--- src/rtl/repl_pkg.sv ---
`timescale 1ns/1ps
package repl_pkg;

    typedef enum logic [1:0] {
        POL_RANDOM = 2'd0,
        POL_LRU    = 2'd1,
        POL_FIFO   = 2'd2,
        POL_NMRU   = 2'd3
    } repl_policy_e;

    typedef enum logic [1:0] {
        ACC_IDLE = 2'd0,
        ACC_HIT  = 2'd1,
        ACC_FILL = 2'd2
    } acc_kind_e;

endpackage

--- src/rtl/repl_lfsr.sv ---
`timescale 1ns/1ps
// Free-running Fibonacci XNOR shift register; the all-zero reset state is legal.
module repl_lfsr #(
    parameter int          W        = 16,
    parameter logic [W-1:0] TAP_MASK = 16'hD008
) (
    input  logic         clk,
    input  logic         rst_n,
    output logic [W-1:0] q
);
    logic fb;

    assign fb = ~^(q & TAP_MASK);

    always_ff @(posedge clk) begin
        if (!rst_n) begin
            q <= '0;
        end else begin
            q <= {q[W-2:0], fb};
        end
    end
endmodule

--- src/rtl/repl_first_free.sv ---
`timescale 1ns/1ps
// Lowest-numbered way whose valid bit is clear.
module repl_first_free #(
    parameter  int WAYS  = 4,
    localparam int WAY_W = $clog2(WAYS)
) (
    input  logic [WAYS-1:0]  way_valid,
    output logic             found,
    output logic [WAY_W-1:0] way
);
    always_comb begin
        found = 1'b0;
        way   = '0;
        for (int i = WAYS - 1; i >= 0; i--) begin
            if (!way_valid[i]) begin
                found = 1'b1;
                way   = WAY_W'(i);
            end
        end
    end
endmodule

--- src/rtl/repl_plru_tree.sv ---
`timescale 1ns/1ps
// Binary-tree recency logic. Node n (1-based heap order) is stored at
// tree_q[n-1]; a node bit of 0 points the victim walk to the lower half.
module repl_plru_tree #(
    parameter  int WAYS  = 4,
    localparam int WAY_W = $clog2(WAYS)
) (
    input  logic [WAYS-2:0]  tree_q,
    input  logic [WAY_W-1:0] acc_way,
    output logic [WAYS-2:0]  tree_d,
    output logic [WAY_W-1:0] victim
);
    logic [2*WAYS-1:0] pad_q;
    logic [2*WAYS-1:0] pad_d;
    logic [WAY_W:0]    walk;
    logic [WAY_W:0]    node;
    logic [WAY_W:0]    child;
    logic              unused_pad;

    assign pad_q = {{WAYS{1'b0}}, tree_q, 1'b0};

    // Victim walk from the root.
    always_comb begin
        walk = (WAY_W+1)'(1);
        for (int l = 0; l < WAY_W; l++) begin
            walk = {walk[WAY_W-1:0], pad_q[walk]};
        end
        victim = walk[WAY_W-1:0];
    end

    // Path update: each node on the access path points away from it.
    always_comb begin
        pad_d = pad_q;
        node  = '0;
        child = '0;
        for (int l = 0; l < WAY_W; l++) begin
            node        = {1'b1, acc_way} >> (WAY_W - l);
            child       = {1'b1, acc_way} >> (WAY_W - l - 1);
            pad_d[node] = ~child[0];
        end
    end

    assign tree_d     = pad_d[WAYS-1:1];
    assign unused_pad = ^{pad_d[2*WAYS-1:WAYS], pad_d[0]};
endmodule

--- src/rtl/repl_victim_sel.sv ---
`timescale 1ns/1ps
module repl_victim_sel #(
    parameter  int                     WAYS   = 4,
    parameter  int                     SETS   = 16,
    parameter  repl_pkg::repl_policy_e POLICY = repl_pkg::POL_LRU,
    localparam int                     WAY_W  = $clog2(WAYS),
    localparam int                     SET_W  = $clog2(SETS)
) (
    input  logic             clk,
    input  logic             rst_n,
    input  logic [SET_W-1:0] set_idx,
    input  logic             hit_strobe,
    input  logic [WAY_W-1:0] hit_way,
    input  logic             miss_strobe,
    input  logic [WAYS-1:0]  way_valid,
    output logic [WAY_W-1:0] victim_way,
    output logic             victim_valid
);
    import repl_pkg::*;

    localparam int TREE_W = WAYS - 1;

    acc_kind_e        acc_kind;
    logic [WAY_W-1:0] acc_way;
    logic [WAY_W-1:0] policy_way;
    logic [WAY_W-1:0] free_way;
    logic             free_found;
    logic             policy_fill;

    // Access decode: a miss outranks a hit in the same cycle.
    always_comb begin
        if (miss_strobe) begin
            acc_kind = ACC_FILL;
        end else if (hit_strobe) begin
            acc_kind = ACC_HIT;
        end else begin
            acc_kind = ACC_IDLE;
        end
    end

    repl_first_free #(.WAYS(WAYS)) u_first_free (
        .way_valid (way_valid),
        .found     (free_found),
        .way       (free_way)
    );

    // Output process.
    always_comb begin
        unique case (acc_kind)
            ACC_FILL: begin
                victim_valid = 1'b1;
                victim_way   = free_found ? free_way : policy_way;
                acc_way      = victim_way;
            end
            ACC_HIT: begin
                victim_valid = 1'b0;
                victim_way   = '0;
                acc_way      = hit_way;
            end
            default: begin
                victim_valid = 1'b0;
                victim_way   = '0;
                acc_way      = hit_way;
            end
        endcase
    end

    assign policy_fill = (acc_kind == ACC_FILL) && !free_found;

    generate
        if (POLICY == POL_LRU) begin : g_lru
            logic [TREE_W-1:0] tree_q [SETS];
            logic [TREE_W-1:0] tree_d;
            logic              unused_lru;

            repl_plru_tree #(.WAYS(WAYS)) u_tree (
                .tree_q  (tree_q[set_idx]),
                .acc_way (acc_way),
                .tree_d  (tree_d),
                .victim  (policy_way)
            );

            always_ff @(posedge clk) begin
                if (!rst_n) begin
                    for (int s = 0; s < SETS; s++) tree_q[s] <= '0;
                end else if (acc_kind != ACC_IDLE) begin
                    tree_q[set_idx] <= tree_d;
                end
            end
            assign unused_lru = policy_fill;
        end else if (POLICY == POL_FIFO || POLICY == POL_NMRU) begin : g_ring
            logic [WAY_W-1:0] ptr_q [SETS];
            logic [WAY_W-1:0] ptr_cur;

            assign ptr_cur = ptr_q[set_idx];

            always_ff @(posedge clk) begin
                if (!rst_n) begin
                    for (int s = 0; s < SETS; s++) ptr_q[s] <= '0;
                end else if (policy_fill) begin
                    ptr_q[set_idx] <= policy_way + 1'b1;
                end
            end

            if (POLICY == POL_NMRU) begin : g_nmru
                logic [WAY_W-1:0] mru_q [SETS];

                assign policy_way = (ptr_cur == mru_q[set_idx]) ? ptr_cur + 1'b1 : ptr_cur;

                always_ff @(posedge clk) begin
                    if (!rst_n) begin
                        for (int s = 0; s < SETS; s++) mru_q[s] <= '0;
                    end else if (acc_kind != ACC_IDLE) begin
                        mru_q[set_idx] <= acc_way;
                    end
                end
            end else begin : g_fifo
                logic unused_fifo;
                assign policy_way  = ptr_cur;
                assign unused_fifo = ^acc_way;
            end
        end else begin : g_random
            localparam int LFSR_W = 16;
            logic [LFSR_W-1:0] lfsr_q;
            logic              unused_rand;

            repl_lfsr #(.W(LFSR_W)) u_lfsr (
                .clk   (clk),
                .rst_n (rst_n),
                .q     (lfsr_q)
            );

            assign policy_way  = lfsr_q[WAY_W-1:0];
            assign unused_rand = ^{lfsr_q[LFSR_W-1:WAY_W], set_idx, acc_way, policy_fill};
        end
    endgenerate
endmodule


--- config.mk ---
export PLATFORM = sky130hd
export DESIGN_NAME = repl_victim_sel
export DESIGN_NICKNAME = d
export VERILOG_FILES = /design/src/rtl/repl_pkg.sv /design/src/rtl/repl_lfsr.sv /design/src/rtl/repl_first_free.sv /design/src/rtl/repl_plru_tree.sv /design/src/rtl/repl_victim_sel.sv
export SDC_FILE = /design/constraint.sdc
export NUM_CORES = 1
export LEC_CHECK = 0
export BUFFER_PORTS_ARGS = -buffer_cell sky130_fd_sc_hd__buf_2
export CAP_MARGIN = 5
export CORE_MARGIN = 2
export CORE_UTILIZATION = 67
export CTS_BUF_LIST = sky130_fd_sc_hd__clkbuf_8
export CTS_CLUSTER_DIAMETER = 150
export CTS_CLUSTER_SIZE = 16
export DETAILED_ROUTE_END_ITERATION = 8
export PLACE_DENSITY = 0.87
export SETUP_SLACK_MARGIN = 0.02
export SLEW_MARGIN = 0
export SYNTH_ARGS = -nofsm -noshare
export SYNTH_HDL_FRONTEND = slang
export SYNTH_SLANG_ARGS = --single-unit
--- constraint.sdc ---
create_clock -name clk -period 5.1 [get_ports clk]
set_input_delay 0 -clock clk [delete_from_list [all_inputs] [get_ports clk]]
set_output_delay 0 -clock clk [all_outputs]
set_load 0.005 [all_outputs]
==> out/qor.yml <==
status: "complete, no violations"
critical_path_class: "reg2reg"
layout_setup_ws_ns: 2.29
pre_cts_ws_ns: 2.27
finalHoldViolCount: 0
coreArea_um2: 3720
cp.arrival_ns: 2.83
largest_reg_flops: 48
viasPerCell: 6.63
power_uw: 785
hpwl_um: 3790
max_clock_freq_mhz: 355
peakVddDrop_uv: 241
hp-class: "in2reg"
grt_use_total_pct: 28.3
clk_latency_ns: 0.30
min_path_cells: 2
tns_ns: 0
cts_setup_buffers: 0
antenna_found_initial: 0
relSlewSlack_pct: 30.4
cts_tree: "yes"
n_antenna_cell: 0
r2r_start: "g_lru.tree_q[12][0]$_SDFFCE_PN0P_"
portBuffers: 16
drtIter0Drc: 225
worstHoldStart: "rst_n"
grt_first_pass_wirelength_um: 8730
clk_root_buffer_cell: "clkbuf_8"
cts_hold_buf: 0
reg.largest.list: "g_lru.tree_q (48)"
first_global_vias: 1714
final_net_count: 221
regMostFlops: "g_lru.tree_q"
grt_max_degree: 19
hold_end: "g_lru.tree_q[7][0]$_SDFFCE_PN0P_"
ys_ff_latch: 48
wirelength_um: 5450
min_period_over_period_pct: 55.2
ctsResizeCount: 0
maxCapViolations: 0
syn_area_per_cell_um2: 13.2
clkPwrFrac_pct: 27.1
r2r_slack_ns: 2.29
drtPass1Iterations: 4
period_needed_ns: 2.81
antenna_left: 0
reg2reg_to: "g_lru.tree_q[5][2]$_SDFFCE_PN0P_"
synthesis.nets: 212
die_area_um2: 4420
drive_above_1_share_pct: 29.8
r2r.worst_path.cells: 6
initial_core_util_pct: 70.4
grt.overflow.total: 0
drc: 0
finalSetupViolCount: 0
die-width_um: 66.5
htreeDepth: 2
wire_per_inst_um: 21.3
internal_power_uw: 585
vias: 1696
ys_warn_count: 0
cts.sinks: 48
worstPathMaxFanout: 16
power_frac_seq_pct: 58.3
die_y_um: 66.5
fin_hold_ws_ns: 0.210
synth_cell_types: 32
slew_viol_final: 0
final_common_cell: "edfxtp_1"
ios: 17
p_sw_share_pct: 25.5
switchingPower_uw: 200
rsz0062_at_grt: "false"
worst_pin_slew_ns: 1.04
numCtsBuffers: 5
yosysSeqAreaShare_pct: 55.1
syn_area_um2: 2620
cts.clk_slew.worst_paths_ns: 0.08
leakagePower_nw: 0.979
powerDensity_nw_per_um2: 288
syn2layout_area_growth_pct: 4.30
syn-instance-count: 198
cp-start-kind: "register"
final_cell_mix: "48 x edfxtp_1, 37 x nand2_1, 19 x nor2_1"
rows: 22
finClkSkew_ns: 0.00612
worstPathRequired_ns: 5.12
end_kind: "register"
p_comb_share_pct: 14.6
gp_congestion: 0.818
ctsLongestPathBuffers: 2
cells by family (layout without fill, tap and decap cells):
group | count (synthesis) | after routing | synth area share, %
simple gates | 101 | 101 | 23.0
flops | 48 | 48 | 55.1
mux | 18 | 18 | 12.4
buf+inv | 16 | 26 | 4.40
compound gates | 15 | 15 | 5.07
metal layers:
layer | track usage, % | vias to the layer above | wire length, um
met2 | 46.9 | 100 | 2740
met1 | 35.8 | 829 | 2070
met4 | 12.8 | 0 | 165
met5 | 0 | - | 0
li1 | - | 751 | -
met3 | 6.25 | 16 | 480
per-stage QoR:
step                utilization, %  area [um2]  cells
floorplan                        -        2620    198
detailed placement            71.3        2650    248
finish                        73.4        2730    256
global placement              71.3        2650    248
CTS                           73.4        2730    256
global route                  73.4        2730    256
cell usage after synthesis (all sizes together):
cell    count  area share, %
a211oi      2            1.5
a21boi      1           0.29
a21o        1           0.29
a21oi       3           0.57
a22oi       4            1.1
a31oi       1           0.24
a32o        1           0.38
and2        1           0.29
and2b       2           0.67
and3b       1           0.33
buf         9            3.3
clkbuf      5           0.86
edfxtp     48             55
inv         2           0.29
mux2i       7            3.0
mux4       11            9.5
nand2      37            5.3
nand2b      1           0.24
nand3       2           0.38
nor2       21            3.2
nor3       17            5.2
nor3b      18            7.1
o2111a      1           0.43
o21ai       1           0.19
or2         1           0.33
worst max-delay path, cell delays in order, from the launching register on:
cell and delay [ns]:
edfxtp_1 0.39, mux4_2 0.49, mux2i_1 0.23, mux2i_2 0.14
mux2i_2 0.23, a211oi_4 0.90, nor3b_1 0.13
layout make-up:
class / instances / area [um2]
fill: 243 / 987
multi-input combinational: 134 / 1060
inverter: 2 / 7.51
clock inverter: 3 / 11.3
tap: 48 / 60.1
clock buffer: 5 / 68.8
timing repair buffer: 16 / 80.1
sequential: 48 / 1440
how the worst max path moves through the flow:
stage                                             endpoint  slack, ns  cells past startpoint                              start
after floorplan           g_lru.tree_q[6][2]$_SDFFCE_PN0P_       2.96                      7  g_lru.tree_q[15][0]$_SDFFCE_PN0P_
after global placement    g_lru.tree_q[0][2]$_SDFFCE_PN0P_       2.42                      7                         set_idx[1]
after detailed placement  g_lru.tree_q[5][2]$_SDFFCE_PN0P_       2.27                      7                         set_idx[1]
after CTS                 g_lru.tree_q[5][2]$_SDFFCE_PN0P_       2.30                      6  g_lru.tree_q[12][0]$_SDFFCE_PN0P_
after global routing      g_lru.tree_q[5][2]$_SDFFCE_PN0P_       2.13                      6  g_lru.tree_q[12][0]$_SDFFCE_PN0P_
final                     g_lru.tree_q[5][2]$_SDFFCE_PN0P_       2.29                      6  g_lru.tree_q[12][0]$_SDFFCE_PN0P_
power by group through the flow:
stage                     clock [mW]  sequential [mW]  combinational [mW]
after floorplan                    0            0.463              0.0909
after global placement             0            0.465               0.107
after detailed placement           0            0.466               0.112
after CTS                      0.210            0.458               0.113
after global routing           0.227            0.459               0.122
final                          0.213            0.458               0.115
(Power assumes the default switching activity.)
